**src/rtl/rename_pkg.sv**
```systemverilog
package rename_pkg;

  // Physical tag held by architectural register idx right after reset.
  function automatic int reset_tag(input int base, input int idx);
    return base + idx;
  endfunction

  // First tag handed out by the allocator.
  function automatic int first_free(input int base, input int narch);
    return base + narch;
  endfunction

  // Counter value meaning that the whole tag space has been spent.
  function automatic int tag_limit(input int tag_w);
    return 1 << tag_w;
  endfunction

endpackage

```
**src/rtl/rename_map_table.sv**
```systemverilog
module rename_map_table #(
  parameter int NUM_ARCH = 4,
  parameter int TAG_W    = 5,
  parameter int BASE     = 10,
  localparam int AW = (NUM_ARCH > 1) ? $clog2(NUM_ARCH) : 1
) (
  input  logic             clk,
  input  logic             rst_n,
  input  logic [AW-1:0]    rd1_idx,
  input  logic [AW-1:0]    rd2_idx,
  output logic [TAG_W-1:0] rd1_tag,
  output logic [TAG_W-1:0] rd2_tag,
  input  logic             wr_en,
  input  logic [AW-1:0]    wr_idx,
  input  logic [TAG_W-1:0] wr_tag
);

  logic [TAG_W-1:0] entry [NUM_ARCH];

  for (genvar i = 0; i < NUM_ARCH; i++) begin : g_entry
    always_ff @(posedge clk) begin
      if (!rst_n) begin
        entry[i] <= TAG_W'(rename_pkg::reset_tag(BASE, i));
      end else if (wr_en && (wr_idx == AW'(i))) begin
        entry[i] <= wr_tag;
      end
    end
  end

  // Reads see the table before this cycle's write lands.
  assign rd1_tag = entry[rd1_idx];
  assign rd2_tag = entry[rd2_idx];

endmodule

```
**src/rtl/rename_tag_alloc.sv**
```systemverilog
module rename_tag_alloc #(
  parameter int NUM_ARCH = 4,
  parameter int TAG_W    = 5,
  parameter int BASE     = 10,
  localparam int CW = TAG_W + 1
) (
  input  logic             clk,
  input  logic             rst_n,
  input  logic             take,
  output logic [TAG_W-1:0] alloc_tag,
  output logic [CW-1:0]    next_cnt,
  output logic             exhausted
);

  localparam logic [CW-1:0] FIRST = CW'(rename_pkg::first_free(BASE, NUM_ARCH));
  localparam logic [CW-1:0] LIMIT = CW'(rename_pkg::tag_limit(TAG_W));

  logic [CW-1:0] cnt;

  always_ff @(posedge clk) begin
    if (!rst_n) begin
      cnt <= FIRST;
    end else if (take && !exhausted) begin
      cnt <= cnt + CW'(1);
    end
  end

  assign exhausted = (cnt >= LIMIT);
  assign alloc_tag = cnt[TAG_W-1:0];
  assign next_cnt  = cnt;

endmodule

```
**src/rtl/rename_unit.sv**
```systemverilog
module rename_unit #(
  parameter int NUM_ARCH = 4,
  parameter int TAG_W    = 5,
  parameter int BASE     = 10,
  parameter int OP_W     = 4,
  localparam int AW = (NUM_ARCH > 1) ? $clog2(NUM_ARCH) : 1
) (
  input  logic             clk,
  input  logic             rst_n,
  input  logic             in_valid,
  output logic             in_ready,
  input  logic [OP_W-1:0]  in_op,
  input  logic             in_has_dst,
  input  logic [AW-1:0]    in_dst,
  input  logic [AW-1:0]    in_src1,
  input  logic [AW-1:0]    in_src2,
  output logic             out_valid,
  output logic [OP_W-1:0]  out_op,
  output logic             out_has_dst,
  output logic [TAG_W-1:0] out_dst_tag,
  output logic [TAG_W-1:0] out_src1_tag,
  output logic [TAG_W-1:0] out_src2_tag
);

  localparam int CW = TAG_W + 1;

  // Named internal events, observed by the bound checker.
  logic             accept;
  logic             alloc_fire;
  logic             map_wr_en;
  logic             exhausted;
  logic [CW-1:0]    next_cnt;
  logic [TAG_W-1:0] new_tag;
  logic [TAG_W-1:0] src1_tag;
  logic [TAG_W-1:0] src2_tag;

  assign in_ready   = !exhausted;
  assign accept     = in_valid && in_ready;
  assign alloc_fire = accept && in_has_dst;
  assign map_wr_en  = alloc_fire;

  rename_tag_alloc #(
    .NUM_ARCH (NUM_ARCH),
    .TAG_W    (TAG_W),
    .BASE     (BASE)
  ) u_alloc (
    .clk       (clk),
    .rst_n     (rst_n),
    .take      (alloc_fire),
    .alloc_tag (new_tag),
    .next_cnt  (next_cnt),
    .exhausted (exhausted)
  );

  rename_map_table #(
    .NUM_ARCH (NUM_ARCH),
    .TAG_W    (TAG_W),
    .BASE     (BASE)
  ) u_map (
    .clk     (clk),
    .rst_n   (rst_n),
    .rd1_idx (in_src1),
    .rd2_idx (in_src2),
    .rd1_tag (src1_tag),
    .rd2_tag (src2_tag),
    .wr_en   (map_wr_en),
    .wr_idx  (in_dst),
    .wr_tag  (new_tag)
  );

  always_ff @(posedge clk) begin
    if (!rst_n) begin
      out_valid    <= 1'b0;
      out_op       <= '0;
      out_has_dst  <= 1'b0;
      out_dst_tag  <= '0;
      out_src1_tag <= '0;
      out_src2_tag <= '0;
    end else begin
      out_valid <= accept;
      if (accept) begin
        out_op       <= in_op;
        out_has_dst  <= in_has_dst;
        out_dst_tag  <= in_has_dst ? new_tag : '0;
        out_src1_tag <= src1_tag;
        out_src2_tag <= src2_tag;
      end
    end
  end

endmodule

```
**config.mk**
```make
export PLATFORM = sky130hd
export DESIGN_NAME = rename_unit
export DESIGN_NICKNAME = d
export VERILOG_FILES = /design/src/rtl/rename_pkg.sv /design/src/rtl/rename_map_table.sv /design/src/rtl/rename_tag_alloc.sv /design/src/rtl/rename_unit.sv
export SDC_FILE = /design/constraint.sdc
export NUM_CORES = 1
export LEC_CHECK = 0
export CORE_MARGIN = 1.5
export CORE_UTILIZATION = 30
export DETAILED_ROUTE_END_ITERATION = 8
export HOLD_SLACK_MARGIN = 0.08
export PLACE_DENSITY = 0.57
export SLEW_MARGIN = 20
export SYNTH_ARGS = -nofsm -noshare
export SYNTH_HDL_FRONTEND = slang
export SYNTH_SLANG_ARGS = --single-unit
```
**constraint.sdc**
```tcl
create_clock -name clk -period 2.8 [get_ports clk]
set_input_delay 0.28 -clock clk [delete_from_list [all_inputs] [get_ports clk]]
set_output_delay 0.28 -clock clk [all_outputs]
set_load 0.02 [all_outputs]
```
* Word level (Yosys, flattened, before mapping)
Memories as Yosys holds them, arrays and structs flattened. A register that Yosys moved wholly into a read port is not among the register bits.
Index checks and enable logic that the tools add are counted.
** Word-level totals
- Register bits :: 17
- Bits in writable memories :: 20
- Output and inout port bits :: 22
- Memories kept :: 1
** Memory list
- u_map.entry :: depth 4, width 5, rd ports 2, clocked after memory_dff 2, write ports 4, line rename_map_table.sv:18 : logic [TAG_W-1:0] entry [NUM_ARCH];
** Cells by class
- Add/subtract/negate cells :: 1
- Order comparisons :: 1
- Equality and inequality tests :: 3
- Mux-type cells :: 18
- Bitwise gates (word level) :: 4
- Reductions and logical operators :: 11
** Operators by type and width (count)
- 5-bit two-way mux :: 5
- 1-bit two-way mux :: 13
- 1-bit logical AND :: 7
- 6-bit by 1-bit adder with 6-bit output, second input constant :: 1
- 6-bit >= comparator, second input constant :: 1
- 2-bit == test, second input constant :: 2
- 1-bit bitwise OR :: 4
- 1-bit zero test :: 3
- 2-bit by 1-bit == test with 1-bit output, second input constant :: 1
- 2-bit zero test :: 1

* Logic depth before layout (Yosys ltp)
- Word-level depth :: 9
- Mapped depth :: 5
- Gate-level depth less buffers :: 4

* Modules after synthesis
From an unflattened synthesis, not the netlist that was laid out.
** Unflattened totals
- Cells, all modules :: 193
- Area total of the unflattened synthesis :: 2177.1 um^2
** Modules (own cells, without submodules)
- rename_map_table :: times used 1, cells an instance 66, area each 1041.0 um^2, seq. area each 600.6 um^2
- rename_unit :: times used 1, cells an instance 91, area each 814.5 um^2, seq. area each 420.4 um^2
- rename_tag_alloc :: times used 1, cells an instance 36, area each 321.6 um^2, seq. area each 120.1 um^2

* Worst setup path after synthesis
OpenSTA, ideal clock, no wires.
- Path type :: register -> register
- From :: register u_alloc.cnt[5], in the netlist u_alloc.next_cnt[5]
- To :: memory u_map.entry[0][0] (enable)
- Arrival :: 1.076 ns
- Data required time :: 2.424 ns
- Slack :: 1.348 ns
- Stages on the path, launching flop included :: 3
- Buffers on the path :: 0
- Cell sequence :: dfxtp_1 > nand3b_2 > o31ai_1
** RTL lines
- start: declaration :: line rename_tag_alloc.sv:18 : logic [CW-1:0] cnt;
- start signal: assignment :: line rename_tag_alloc.sv:24 : cnt <= cnt + CW'(1);
- end: declaration :: line rename_map_table.sv:18

==> reports/qor.yml <==
status: "completed"
max-clock-path-buffers: 2
p_switching_uw: 352
synth_cell_types: 38
routedWlPerCell_um: 14.2
use_met3_pct: 2.95
n_fill_cell: 736
endpoint_kind: "register"
path_delay_family: "compound AO/OA/AOI/OAI gates"
yosys_warnings: 0
dp_hpwl_um: 3290
dieArea_mm2: 0.00793
syn-num-nets: 203
ios: 36
synth_edf_count: 20
ys.flop_type: "dfxtp_1"
min_period_ns: 1.81
cts.sinks: 47
totalWireLength_um: 4520
ant_nets: 0
hp-class: "register to register"
firstDrtPassIters: 4
ctsResizeCount: 0
grt.overflow.total: 0
arrival_ns: 1.75
switching_share_pct: 25.9
nets: 235
cts_tree: "yes"
fin_area_mm2: 0.00272
tns_ns: 0
port_buffers: 35
core_mm2: 0.00721
vias: 1507
root_buffer: "clkbuf_8"
relSlewSlack_pct: 49.4
globalRouteMet1Util_pct: 16.6
grt_max_degree: 38
period_share_pct: 64.6
cts_setup_buffers: 0
slew_violations: 0
syn_inst: 187
grt_antenna_before_repair: 0
crit_path_cell_trace: "clkdlybuf4s50_1 -> nand3b_2 -> o31ai_1"
place_congestion: 0.730
critical_path_class: "input port to register"
max_stage_delay_ns: 0.66
maxCapViolCount: 0
area_growth_pct: 22.3
drc: 0
finClkSkew_ns: 0.00655
required_ns: 2.74
grt_busiest_layer: "met2"
grt_pass1_wl_um: 7500
combPwrFrac_pct: 14.7
synth_seq_cells: 47
numCtsBuffers: 5
leakage_nw: 0.944
syn_area_mm2: 0.00222
grtUsageMet2_pct: 20.3
fp-row-count: 31
placed_cell_area_mm2: 0.00263
seq_area_mm2: 0.00114
synthArstFlopShare_pct: 0
die_h_um: 89.0
clockPowerShare_pct: 29.2
ys_seq_area_share_pct: 51.4
cts_hold_buf: 0
tightestPinTransition_ns: 0.752
h-tree-depth: 2
clk-insertion-delay-late_ns: 0.30
start_util_pct: 30.8
grtUsageTotal_pct: 12.6
max_freq_mhz: 553
hold_viol: 0
multi_input_area_um2: 996
n_antenna_cell: 0
clk_pin_slew_ns: 0.09
worstPathBufferInverterCount: 1
final_util_pct: 37.6
drtIter0Drc: 89
seq_power_share_pct: 56.1
avgSynthCellArea_um2: 11.9
dp.cells: 311
vias_per_cell: 4.72
ir_drop_mv: 0.176
rsz0062_at_grt: "no"
critPathMaxFanout: 7
drive_gt1_share_pct: 12.3
cp_slowest_cell: "o31ai_1"
setup-violations-final: 0
die_w_um: 89.0
power.internal_mw: 1.01
powerDensity_mw_per_mm2: 500
grt_pass1_vias: 1489
start_kind: "input port"
final_cells: 319
[worst register-to-register path, stage by stage, from the launching register on]
cell and delay [ns]:
dfxtp_1 0.36, nand3b_2 0.31, o31ai_1 0.66
[metrics by stage]
step                hold slack (ns)  worst slack (ns)  total power, mW
finish                        0.460             0.990             1.36
global route                  0.488             0.839             1.43
CTS                           0.466             0.964             1.38
detailed placement            0.454             0.650            0.981
global placement              0.450             0.705            0.978
floorplan                     0.425              1.35            0.900
[placed cells by master (no fill, tap or decap), types with 4 or more instances in the layout]
cell type	synthesis	routed
clkdlybuf4s50_1	0	35
dfxtp_1	27	27
mux2i_1	20	20
edfxtp_1	20	20
nand2_1	18	18
nand3_1	12	12
o221ai_2	10	10
nor3_1	7	7
or3_1	7	7
nor2b_1	5	5
clkbuf_8	0	5
inv_1	4	4
nand2b_1	4	4
o21ai_0	4	4
a21boi_0	4	4
a22oi_1	4	4
[synth_stat cells (all sizes together) (2+ instances only)]
| master | count | share of area (%) |
|---|---|---|
| edfxtp | 20 | 27 |
| inv | 4 | 0.68 |
| and2 | 3 | 0.85 |
| nor3 | 7 | 1.6 |
| o21ai | 5 | 1.1 |
| a21oi | 2 | 0.45 |
| mux2i | 20 | 9.0 |
| o221ai | 10 | 6.8 |
| or3 | 7 | 2.0 |
| nand3 | 14 | 4.3 |
| a21boi | 7 | 2.4 |
| dfxtp | 27 | 24 |
| nand2 | 18 | 3.0 |
| nor2b | 5 | 1.4 |
| and3 | 2 | 0.56 |
| nand3b | 3 | 2.3 |
| ha | 2 | 1.1 |
| clkbuf | 6 | 1.1 |
| a22oi | 4 | 1.4 |
| buf | 5 | 2.0 |
| nor4 | 3 | 1.5 |
| nand2b | 5 | 1.5 |
[registers in the layout (all words and copies together), names as in the netlist]
| name | cells |
|---|---|
| u_map.entry | 20 |
| u_alloc.next_cnt | 6 |
| out_dst_tag | 5 |
| out_src1_tag | 5 |
| out_src2_tag | 5 |
| out_op | 4 |
| out_has_dst | 1 |
| out_valid | 1 |
[kinds of logic (layout without fill, tap and decap cells)]
family          count (synthesis)  in the layout  share of synthesized area (%)
flops                          47             47                           51.4
mux                            21             21                           9.52
simple gates                   71             71                           21.1
compound gates                 31             31                           13.1
buf+inv                        15             48                           3.77
fa+ha+maj                       2              2                           1.13
[power by group through the flow]
stage | Combinational [mW] | Clock [mW] | Sequential [mW]
2_1_floorplan | 0.102 | 0 | 0.797
3_3_place_gp | 0.200 | 0 | 0.779
5_1_grt | 0.218 | 0.444 | 0.767
4_1_cts | 0.202 | 0.418 | 0.763
3_5_place_dp | 0.201 | 0 | 0.779
6_report | 0.200 | 0.396 | 0.762
[per-layer routing]
metal  share of wire (%)  routed length, µm  up-vias
met5                   0                  0        -
met4                 1.6                 72        0
met3                 4.1                187        6
met2                  46               2070       28
met1                  48               2190      710
li1                    -                  -      763
[area by class of cell]
| type | instances | share of cell area (%) |
|---|---|---|
| Timing Repair Buffer | 36 | 13.2 |
| Clock buffer | 6 | 2.67 |
| Sequential cell | 47 | 42.0 |
| Clock inverter | 2 | 0.323 |
| Tap cell | 99 | 4.56 |
| Inverter | 4 | 0.553 |
| Multi-Input combinational cell | 125 | 36.7 |
[worst paths after layout]
check                                          from           endpoint  slack, ns  cells after the start
worst max-delay path                       in_valid  u_map.entry[0][4]       0.99                      3
worst min-delay path                 out_dst_tag[2]     out_dst_tag[2]       0.46                      2
worst max register to register  u_alloc.next_cnt[5]  u_map.entry[0][4]       1.11                      2
worst min register to register       out_dst_tag[2]     out_dst_tag[2]       0.46                      2
Note: power is estimated with default switching activity, not from simulation.
